File: src/rtl/rpd_pkg.sv
// Shared types for the rank power-down controller.
// Assumes the flavour codes are fixed by the scheduler's configuration map.
package rpd_pkg;
    typedef enum logic [1:0] {
        PD_ACTIVE = 2'd0,
        PD_FAST   = 2'd1,
        PD_SLOW   = 2'd2,
        PD_ALT    = 2'd3
    } pd_mode_e;

    typedef enum logic [2:0] {
        ST_UP    = 3'd0,
        ST_ENTER = 3'd1,
        ST_PD    = 3'd2,
        ST_EXIT  = 3'd3,
        ST_SR    = 3'd4
    } rank_st_e;

    localparam logic [2:0] EXIT_MIN = 3'd3;
    localparam logic [2:0] EXIT_MAX = 3'd5;

    // Restricts the command exit latency to the legal window.
    function automatic logic [2:0] clamp_exit(input logic [2:0] raw);
        if (raw < EXIT_MIN) return EXIT_MIN;
        if (raw > EXIT_MAX) return EXIT_MAX;
        return raw;
    endfunction
endpackage

File: src/rtl/rpd_cadence.sv
// Command cadence gate: in 2n mode, blanks the command slot for one
// cycle after any command on the channel. Assumes rank_cmd is only
// asserted when the scheduler saw the slot open.
module rpd_cadence #(
    parameter int NRANK = 2
) (
    input  logic             clk,
    input  logic             rst_n,
    input  logic             cfg_cmd_2n,
    input  logic [NRANK-1:0] rank_cmd,
    output logic             slot_open
);
    logic gap_q;

    // Remembers whether the previous cycle used a slot under 2n cadence.
    always_ff @(posedge clk) begin
        if (!rst_n) gap_q <= 1'b0;
        else        gap_q <= cfg_cmd_2n && (|rank_cmd);
    end

    assign slot_open = !gap_q;
endmodule

File: src/rtl/rpd_rank.sv
// Per-rank power state machine: idle counting, entry, exit timing and
// self-refresh residency. Assumes exit_lat is already clamped to 3..5.
module rpd_rank
    import rpd_pkg::*;
#(
    parameter int IDLE_W = 8,
    parameter int LAT_W  = 5
) (
    input  logic              clk,
    input  logic              rst_n,
    input  logic              req,
    input  logic              cmd,
    input  logic              sref_req,
    input  logic [IDLE_W-1:0] idle_limit,
    input  logic [1:0]        pd_mode,
    input  logic [2:0]        exit_lat,
    input  logic [LAT_W-1:0]  data_lat,
    output logic              cke,
    output logic              cmd_rdy,
    output logic              data_rdy,
    output logic              in_sr
);
    localparam logic [IDLE_W-1:0] IDLE_SAT = '1;
    localparam logic [LAT_W-1:0]  ECNT_SAT = '1;

    rank_st_e          st_q;
    logic [IDLE_W-1:0] idle_q;
    logic [LAT_W-1:0]  ecnt_q;
    logic              slow_q;
    logic [LAT_W-1:0]  elat_w;
    logic [LAT_W-1:0]  need_w;
    logic              exit_done;

    // Widens the command latency and picks the data latency for this exit.
    always_comb begin
        elat_w = LAT_W'(exit_lat);
        need_w = elat_w;
        if (slow_q && (data_lat > elat_w)) need_w = data_lat;
    end

    assign exit_done = (ecnt_q >= need_w);

    // Advances the power state, idle counter and exit counter.
    always_ff @(posedge clk) begin
        if (!rst_n) begin
            st_q   <= ST_UP;
            idle_q <= '0;
            ecnt_q <= '0;
            slow_q <= 1'b0;
        end else if (sref_req) begin
            st_q   <= ST_SR;
            idle_q <= '0;
            ecnt_q <= '0;
            slow_q <= 1'b1;
        end else begin
            unique case (st_q)
                ST_UP: begin
                    if (req || cmd) begin
                        idle_q <= '0;
                    end else if (idle_q >= idle_limit) begin
                        st_q   <= ST_ENTER;
                        idle_q <= '0;
                        slow_q <= (pd_mode == PD_SLOW);
                    end else if (idle_q != IDLE_SAT) begin
                        idle_q <= idle_q + 1'b1;
                    end
                end
                ST_ENTER: begin
                    ecnt_q <= '0;
                    st_q   <= req ? ST_EXIT : ST_PD;
                end
                ST_PD: begin
                    ecnt_q <= '0;
                    if (req) st_q <= ST_EXIT;
                end
                ST_EXIT: begin
                    if (exit_done)               st_q   <= ST_UP;
                    else if (ecnt_q != ECNT_SAT) ecnt_q <= ecnt_q + 1'b1;
                end
                ST_SR: begin
                    ecnt_q <= '0;
                    st_q   <= ST_EXIT;
                end
                default: st_q <= ST_UP;
            endcase
        end
    end

    // Decodes the rank outputs from the registered state.
    always_comb begin
        cke      = (st_q == ST_UP) || (st_q == ST_EXIT);
        cmd_rdy  = (st_q == ST_UP) || ((st_q == ST_EXIT) && (ecnt_q >= elat_w));
        data_rdy = (st_q == ST_UP) || ((st_q == ST_EXIT) && exit_done);
        in_sr    = (st_q == ST_SR);
    end
endmodule

File: src/rtl/rank_pwrdn_ctrl.sv
// Top of the rank power-down controller: one state machine per rank,
// a shared cadence gate and the termination qualifiers.
// Assumes all configuration inputs are quasi-static between exits.
module rank_pwrdn_ctrl
    import rpd_pkg::*;
#(
    parameter int NRANK  = 2,
    parameter int IDLE_W = 8,
    parameter int LAT_W  = 5
) (
    input  logic              clk,
    input  logic              rst_n,
    input  logic [NRANK-1:0]  rank_req,
    input  logic [NRANK-1:0]  rank_cmd,
    input  logic [IDLE_W-1:0] cfg_idle_limit,
    input  logic [1:0]        cfg_pd_mode,
    input  logic [2:0]        cfg_exit_lat,
    input  logic [LAT_W-1:0]  cfg_data_lat,
    input  logic              cfg_term_off,
    input  logic              cfg_cmd_2n,
    input  logic              sref_req,
    output logic [NRANK-1:0]  cke,
    output logic [NRANK-1:0]  cmd_ok,
    output logic [NRANK-1:0]  data_ok,
    output logic [NRANK-1:0]  term_en,
    output logic              sref_active
);
    logic [2:0]       exit_lat_c;
    logic [NRANK-1:0] rank_cmd_rdy;
    logic [NRANK-1:0] rank_in_sr;
    logic             slot_open;

    assign exit_lat_c = clamp_exit(cfg_exit_lat);

    rpd_cadence #(.NRANK(NRANK)) u_cadence (
        .clk        (clk),
        .rst_n      (rst_n),
        .cfg_cmd_2n (cfg_cmd_2n),
        .rank_cmd   (rank_cmd),
        .slot_open  (slot_open)
    );

    for (genvar r = 0; r < NRANK; r++) begin : g_rank
        rpd_rank #(.IDLE_W(IDLE_W), .LAT_W(LAT_W)) u_rank (
            .clk        (clk),
            .rst_n      (rst_n),
            .req        (rank_req[r]),
            .cmd        (rank_cmd[r]),
            .sref_req   (sref_req),
            .idle_limit (cfg_idle_limit),
            .pd_mode    (cfg_pd_mode),
            .exit_lat   (exit_lat_c),
            .data_lat   (cfg_data_lat),
            .cke        (cke[r]),
            .cmd_rdy    (rank_cmd_rdy[r]),
            .data_rdy   (data_ok[r]),
            .in_sr      (rank_in_sr[r])
        );
    end

    // Combines rank readiness with the cadence slot and termination option.
    always_comb begin
        cmd_ok      = rank_cmd_rdy & {NRANK{slot_open}};
        term_en     = cke | {NRANK{!cfg_term_off}};
        sref_active = &rank_in_sr;
    end
endmodule

File: config.mk
export PLATFORM = sky130hd
export DESIGN_NAME = rank_pwrdn_ctrl
export DESIGN_NICKNAME = d
export VERILOG_FILES = /design/src/rtl/rpd_pkg.sv /design/src/rtl/rpd_cadence.sv /design/src/rtl/rpd_rank.sv /design/src/rtl/rank_pwrdn_ctrl.sv
export SDC_FILE = /design/constraint.sdc
export NUM_CORES = 1
export LEC_CHECK = 0
export CORE_UTILIZATION = 60
export DETAILED_ROUTE_END_ITERATION = 7
export PLACE_DENSITY_LB_ADDON = 0.12
export SYNTH_ARGS = -nofsm -noshare
export SYNTH_HDL_FRONTEND = slang
export SYNTH_SLANG_ARGS = --single-unit
File: constraint.sdc
create_clock -name clk -period 8.21 [get_ports clk]
set_clock_uncertainty 0.1 [all_clocks]
set_input_delay 2.0525 -clock clk [delete_from_list [all_inputs] [get_ports clk]]
set_output_delay 2.0525 -clock clk [all_outputs]
set_load 0.05 [all_outputs]
Yosys cells after proc, flatten, opt, wreduce, memory -nomap -nowiden:

Cells that the tools add are included.
Widths: inputs -> output; s select.

* mux-type cells: 43
* order comparisons: 9
* add/subtract/negate cells: 4
* bitwise gates (word level): 3
* reduce and logical (&&, ||, !) cells: 42
* equality and inequality tests: 35

Operator list (number)
* $mux 8: 6
* $mux 3: 14
* $mux 5: 6
* $pmux 3 s5: 2
* $pmux 5 s2: 2
* $add 8x1->8 const B: 2
* $ge 8x8->1: 2
* $ne 2x2->1 const B: 8
* $ne 8x8->1 const B: 2
* $reduce_and 4->1: 4
* $mux 1: 13
* $eq 3x2->1 const B: 4
* $ne 2x1->1 const B: 6
* $ne 3x2->1 const B: 4
* $ne 3x3->1 const B: 4
* $reduce_and 3->1: 4
* $reduce_bool 2->1: 6
* $add 5x1->5 const B: 2
* $ge 5x3->1: 2
* $ge 5x5->1: 2
* $ne 5x5->1 const B: 2
* $logic_or 1x1->1: 8
* $logic_and 1x1->1: 7
* $eq 3x1->1 const B: 2
* other kinds (14): 22

* output and inout bits: 9
* logic and storage cells: 147
* input bits: 27
* register bits after elaboration: 35

Depth between registers and ports, before layout:

Gate-level depths: netlist (run 1).

* depth in word-level cells: 12
* gate-level depth with buffers: 15
* mapped depth without buffers: 14

By module:

Synthesis (run 1) repeated with hierarchy kept, for this count alone.

* cell total of the unflattened synthesis: 387
* area, all modules: 3079.2 um^2

Modules (own cells, without submodules)
* rpd_rank (g_rank[0].u_rank): cells each 187, area an instance 1507.7 um^2, times used 1, seq. area each 340.3 um^2
* rpd_rank (g_rank[1].u_rank): cells each 189, area an instance 1490.2 um^2, times used 1, seq. area each 340.3 um^2
* rank_pwrdn_ctrl: cells each 8, area an instance 47.5 um^2, times used 1, seq. area each 0.0 um^2
* rpd_cadence: cells each 3, area an instance 33.8 um^2, times used 1, seq. area each 20.0 um^2

Least setup slack after synthesis (run 1):

Ideal clock, no wire load.

* path kind: input-to-output
* start point: input port cfg_exit_lat[2]
* end point: output port data_ok[1]
* arrival time: 4.809 ns
* path slack: 1.248 ns
* path buffers: 1
* cell stages on the path: 13
* required time: 6.057 ns
* path through: inv_1 -> or3_1 -> ha_1 -> a32oi_1 -> o31ai_1 -> mux2_2 -> ha_1 -> nor2b_1 -> o21ai_0 -> a31o_2 -> nor2_1 -> nor2_1 -> buf_4

* longest elaborated chain between the ends: 11
* elaborated cells on any way between the ends: 14

Ends and longest elaborated chain
* start: declaration: line rank_pwrdn_ctrl.sv:17 `input logic [2:0] cfg_exit_lat,`
* $gt 3x3->1: line rpd_pkg.sv:25 `if (raw > EXIT_MAX) return EXIT_MAX;`
* $mux 1 (2 in series): line rpd_pkg.sv:25
* $mux 3: line rpd_pkg.sv:26 `return raw;`
* $mux 3 (*): line rpd_pkg.sv:25
* $gt 5x3->1: line rpd_rank.sv:38 `if (slow_q && (data_lat > elat_w)) need_w = data_lat;`
* $logic_and 1x1->1: line rpd_rank.sv:38
* $mux 5 (*): line rpd_rank.sv:38
* $ge 5x5->1 (*): line rpd_rank.sv:41 `assign exit_done = (ecnt_q >= need_w);`
* $logic_and 1x1->1 (*): line rpd_rank.sv:93 `data_rdy = (st_q == ST_UP) || ((st_q == ST_EXIT) && exit_done);`
* $logic_or 1x1->1 (*): line rpd_rank.sv:93
* end: declaration: line rank_pwrdn_ctrl.sv:24 `output logic [NRANK-1:0] data_ok,`

Mark *: on every way between the ends. The rest lies on a longest branch, timed or not. The select of a mux whose other input is x is not followed.

Worst setup path after layout (run 1):

* start point: input port cfg_exit_lat[2]
* end point: output port data_ok[0]

The elaborated chain is that of the path after synthesis.

==> metrics.yaml, run 1 <==
outcome: "complete, but fails checks"
failed_checks: "DRC"
coreArea_mm2: 0.00447
grt_pass1_wl_mm: 12.1
path_clk_slew_ns: 0.07
dpl.cell_count: 422
io_pins: 36
routed_wl_mm: 7.09
crit_path_start_kind: "input port"
ant_nets: 0
synth-main-ff-cell: "dfxtp_1"
ys.warnings.count: 0
synth_top_cell_area_share_pct: 24.3
setup_slack_ns: 0.239
via_count: 2756
worstPathRequired_ns: 6.06
synth_nets: 421
finalNetCount: 445
vias_per_cell: 6.41
design_area_mm2: 0.00334
io_buffers: 35
pre_cts_ws_ns: 0.317
cp_data_arrival_time_ns: 5.82
hpwl_mm: 5.27
initial_core_util_pct: 64.3
ys_types: 60
insertion_delay_ns: 0.30
grt_remaining_overflow: 0
multi_input_area_mm2: 0.00201
drive_gt1_share_pct: 6.08
slowest_stage: "clkdlybuf4s50_1"
clk_path_buf_depth: 2
drc_errors: 3
maxSlewHeadroom_pct: 18.9
fmax_ghz: 0.125
numCtsBuffers: 5
synth_area_leader_cell: "dfxtp_1"
cts_sinks: 35
fp.dieW_um: 71.3
fp.dieH_um: 71.3
peakVddDrop_uv: 75.7
cts_hold_buf: 0
synth_most_common_cell: "ha_1"
grt_usage_pct: 29.9
setup_violations: 0
synth-seq-cells: 35
root_buffer: "clkbuf_8"
regArea_um2: 701
synthCells: 353
postSynth.asyncResetShare_pct: 0
dpl_cell_area_mm2: 0.00322
place_congestion: 0.818
row_count: 24
syn_area_mm2: 0.00288
rsz0062_at_grt: "false"
ys_top_cells_by_count: "ha_1, dfxtp_1, nand2_1"
grt_max_degree: 19
final-hold-violation-count: 0
antennaDiodeCount: 0
cts_setup_buffers: 0
cp_common_cell: "ha_1"
antenna_found_initial: 0
synth_area_per_cell_um2: 8.16
area_delta_synth_final_pct: 15.9
fin_cells: 430
synth_edf_count: 0
fillers: 342
cp-end-kind: "primary output"
drt-pass1-iter-count: 6
max_cap_violations: 0
cts-resized-gates: 0
setup_tns_ns: 0
worst_slew_pin_slew_ns: 1.21
cts_tree: "built"
cellLeakagePower_nw: 1.39
cp_max_fo: 6
power_density_mw_per_mm2: 133
crit_path_cell_trace: "clkdlybuf4s50_1, inv_1, or3_1, ha_1, a32oi_1, o31ai_1, mux2_2, ha_1, nor2b_1, o21ai_0, a31oi_1, a21oi_1, buf_12"
wl_per_cell_um: 16.5
crit_type: "in -> out"
synth_area_leaders: "dfxtp_1, ha_1, nand2_1"
die_area_mm2: 0.00508
slowest_delay_ns: 0.58
first_iter_violations: 142
seq_area_frac_synth_pct: 24.3
fin_crit_ns: 7.97
drv_slew: 0
htreeDepth: 2
min-delay-path-class: "reg -> reg"
grt_pass1_vias: 2639
finalCritPeriodShare_pct: 97.1
## flip-flops by register name, indices dropped and copies added, names as in the netlist
signal,flops
g_rank.u_rank.idle_q,16
u_cadence.gap_q,1
g_rank.u_rank.ecnt_q,10
g_rank.u_rank.slow_q,2
g_rank.u_rank.st_q,6
## metrics by stage
step	total power [mW]	hold WS (ns)	utilization [%]
floorplan	0.249	0.379	-
global placement	0.283	0.413	72.1
detailed placement	0.286	0.418	72.1
CTS	0.445	0.429	74.6
global route	0.463	0.467	74.6
finish	0.444	0.433	74.6
## power breakdown
part	internal, mW	leakage, nW	switching, mW
combinational	0.0453	1.05	0.0617
clock	0.0904	0.0581	0.0699
sequential	0.173	0.284	0.00443
## worst max-delay path: cells and delay by family
family	cells	cell delay (ns)
buffers and inverters	3	0.92
multiplexers	1	0.40
AND/OR/NAND/NOR	2	0.59
AO/OA/AOI/OAI	5	1.34
adder cells (fa/ha/maj)	2	0.50
## final cells by class
class / instances / share of cell area, %
flip-flops and latches: 35 / 21.0
repair buffers: 36 / 11.3
clock inverters: 3 / 1.31
well taps: 52 / 1.95
inverters: 19 / 2.14
clock buffers: 5 / 2.06
multi-input cells: 280 / 60.2
## cells by family (layout without fill, tap and decap cells)
kind of cell,count (synthesis),count (layout),share of synthesized area (%)
and+or+nand+nor,126,126,23.3
AOI/OAI and AO/OA,103,103,25.3
adders and majority gates,41,41,17.8
buffers and inverters,38,63,5.87
DFF,35,35,24.3
muxes,7,7,2.52
xor gates and xnor gates,3,3,0.913
## final timing paths
path	start	to	slack (ns)	cells past startpoint
max	cfg_exit_lat[2]	data_ok[0]	0.24	13
max reg2reg	g_rank[0].u_rank.slow_q	g_rank[0].u_rank.ecnt_q[3]	5.58	8
min reg2reg	g_rank[0].u_rank.ecnt_q[4]	g_rank[0].u_rank.ecnt_q[4]	0.43	2
min	g_rank[0].u_rank.ecnt_q[4]	g_rank[0].u_rank.ecnt_q[4]	0.43	2
## metal layers
metal,share of wire (%),GRT usage (%),vias to the layer above
met2,47,50.3,67
met5,0,0,-
li1,-,-,1386
met1,47,38.7,1288
met4,1.9,10.4,0
met3,3.8,5.20,15
## cells in the final DEF, fill, tap and decap left out, types with 3 or more instances in the layout
cell type / instances
a21o_1: 4
o31ai_1: 6
nor2b_1: 6
o21ai_0: 19
and2_1: 3
inv_1: 19
a41oi_1: 3
a211oi_1: 4
nor4_1: 3
nor2_1: 22
mux2i_1: 5
nor3_1: 11
or3_1: 9
dfxtp_1: 35
o211ai_1: 4
clkbuf_8: 5
a21boi_0: 3
nand3b_1: 3
a311oi_1: 4
nand2_1: 28
a21oi_1: 17
and3_1: 9
and4_1: 4
nand2b_1: 6
nand3_1: 14
a31oi_1: 8
clkdlybuf4s50_1: 33
o22ai_1: 3
ha_1: 41
Note: power is estimated with default switching activity, not from simulation.
==> run 2: changes to the inputs <==
--- a/config.mk
+++ b/config.mk
@@ -5,7 +5,7 @@
 export SDC_FILE = /design/constraint.sdc
 export NUM_CORES = 1
 export LEC_CHECK = 0
-export CORE_UTILIZATION = 60
+export CORE_UTILIZATION = 55
 export DETAILED_ROUTE_END_ITERATION = 7
 export PLACE_DENSITY_LB_ADDON = 0.12
 export SYNTH_ARGS = -nofsm -noshare
==> run 2 against run 1 <==
  * The flow now finishes without violations
  * Setup slack improved by 0.17 ns
  * Design area rose by 1.4%
  * Via count fell by 0.65%
  * Combinational power barely moved
  * Sequential power barely moved
  * Register-to-register slack improved by 0.08 ns
  * Critical path depth rose by 1
  * Critical path type unchanged
  * Largest power group is now clock
==> metrics.yaml, run 2 (same netlist as run 1, synthesis figures left out) <==
finalNetCount: 445
mostFrequentLayoutCell: "ha_1"
area_delta_synth_final_pct: 17.6
hpwl_mm: 5.12
worst-r2r-cell-count: 9
outcome: "completed"
via_count: 2738
io_buffers: 35
clk_path_buf_depth: 2
pre_cts_ws_ns: 0.338
vias_per_cell: 6.15
cts-resized-gates: 0
root_buffer: "clkbuf_8"
cts_setup_buffers: 0
antennaDiodeCount: 0
path_clk_slew_ns: 0.07
max_cap_violations: 0
peakVddDrop_uv: 120
grt_pass1_vias: 2511
cts_sinks: 35
crit_path_start_kind: "input port"
cellLeakagePower_nw: 1.40
insertion_delay_ns: 0.29
die_area_mm2: 0.00553
initial_core_util_pct: 59.0
drt-pass1-iter-count: 4
crit_type: "in -> out"
row_count: 25
io_pins: 36
worst-path-stages: 14
routed_wl_mm: 6.81
wl_per_cell_um: 15.3
ant_nets: 0
numCtsBuffers: 5
power_density_mw_per_mm2: 140
cp-startpoint: "cfg_exit_lat[2]"
drv_slew: 0
cp_data_arrival_time_ns: 5.65
final-hold-violation-count: 0
coreArea_mm2: 0.00488
fp.dieH_um: 74.4
r2r_start: "g_rank[1].u_rank.slow_q"
place_congestion: 0.857
cpLargestDelayFamily: "compound AO/OA/AOI/OAI gates"
largest_reg_flops: 16
cts_hold_buf: 0
reg2reg_slack_ns: 5.66
worstPathRequired_ns: 6.06
drc_errors: 0
largest_registers: "g_rank.u_rank.idle_q: 16 flops, g_rank.u_rank.ecnt_q: 10 flops, g_rank.u_rank.st_q: 6 flops"
grt_pass1_wl_mm: 11.3
slowest_delay_ns: 0.59
htreeDepth: 2
grt_usage_pct: 26.3
grt_remaining_overflow: 0
fp.dieW_um: 74.4
cts_tree: "built"
cp-end-kind: "primary output"
crit_path_cell_trace: "clkdlybuf4s50_1, inv_1, or3_1, ha_1, a32oi_1, o31ai_1, mux2_2, ha_1, nor2b_1, o21ai_0, a31o_2, nor2_1, nor2_1, buf_12"
setup_tns_ns: 0
setup_slack_ns: 0.407
crit_buf_inv: 3
setup_violations: 0
fmax_ghz: 0.128
min-delay-path-class: "reg -> reg"
maxSlewHeadroom_pct: 21.5
cp_max_fo: 7
finalCritPeriodShare_pct: 95.0
r2r_end: "g_rank[1].u_rank.ecnt_q[1]"
grt_max_degree: 19
drive_gt1_share_pct: 6.35
antenna_found_initial: 0
top_register: "g_rank.u_rank.idle_q"
final_cell_mix: "ha_1, dfxtp_1, clkdlybuf4s50_1, nand2_1, nor2_1"
rsz0062_at_grt: "false"
slowest_stage: "clkdlybuf4s50_1"
first_iter_violations: 164
fin_crit_ns: 7.80
endpoint: "data_ok[1]"
worst_slew_pin_slew_ns: 1.17
[run 2: cell count changes in the layout (fill, tap and decap cells not counted)]
cell,change
bufinv_16,+1
clkinv_2,-1
clkinv_4,-1
clkinvlp_4,+1
o31ai_1,-1
o31ai_2,+1
[run 2: area by class of cell]
type | instances | area [um2]
clock buffer | 5 | 68.8
multi-input combinational | 280 | 2010
clock inverter | 3 | 67.6
tap | 67 | 83.8
inverter | 19 | 71.3
fill | 424 | 1500
timing repair buffer | 36 | 378
sequential | 35 | 701
[run 2: how the worst min path moves through the flow]
stage	endpoint	from	cells after the start
global route	g_rank[1].u_rank.ecnt_q[4]	g_rank[1].u_rank.ecnt_q[4]	2
finish	g_rank[0].u_rank.ecnt_q[4]	g_rank[0].u_rank.ecnt_q[4]	2
CTS	g_rank[0].u_rank.ecnt_q[4]	g_rank[0].u_rank.ecnt_q[4]	2
floorplan	g_rank[0].u_rank.ecnt_q[3]	g_rank[0].u_rank.ecnt_q[3]	2
global placement	g_rank[0].u_rank.ecnt_q[3]	g_rank[0].u_rank.ecnt_q[3]	2
detailed placement	g_rank[0].u_rank.ecnt_q[3]	g_rank[0].u_rank.ecnt_q[3]	2
[run 2: metal layers]
metal  part of all wire [%]  up-vias  track usage, %
met4                    1.1        0            7.55
li1                       -     1380               -
met2                     46       57            44.3
met1                     48     1290            34.8
met3                    4.4       11            3.93
met5                      0        -               0
[run 2: report_power, final]
part	total [mW]	internal (mW)	switching, mW
Clock	0.190	0.121	0.0691
Combinational	0.105	0.0453	0.0602
Sequential	0.177	0.173	0.00445
Total	0.473	0.339	0.134
[run 2: tightest hold or removal path, stage by stage, from the launching register on]
cell and delay [ns]:
dfxtp_1 0.35, nand3_1 0.07, o21ai_0 0.07
[run 2: through the flow]
stage / std cells / power (mW) / cell area [um2] / util, % / hold WS [ns]
final: 445 / 0.473 / 3380 / 69.4 / 0.430
after global placement: 437 / 0.284 / 3240 / 66.5 / 0.409
after global routing: 445 / 0.491 / 3380 / 69.4 / 0.451
after floorplan: 353 / 0.249 / 2880 / - / 0.379
after CTS: 445 / 0.473 / 3380 / 69.3 / 0.436
after detailed placement: 437 / 0.285 / 3240 / 66.5 / 0.419
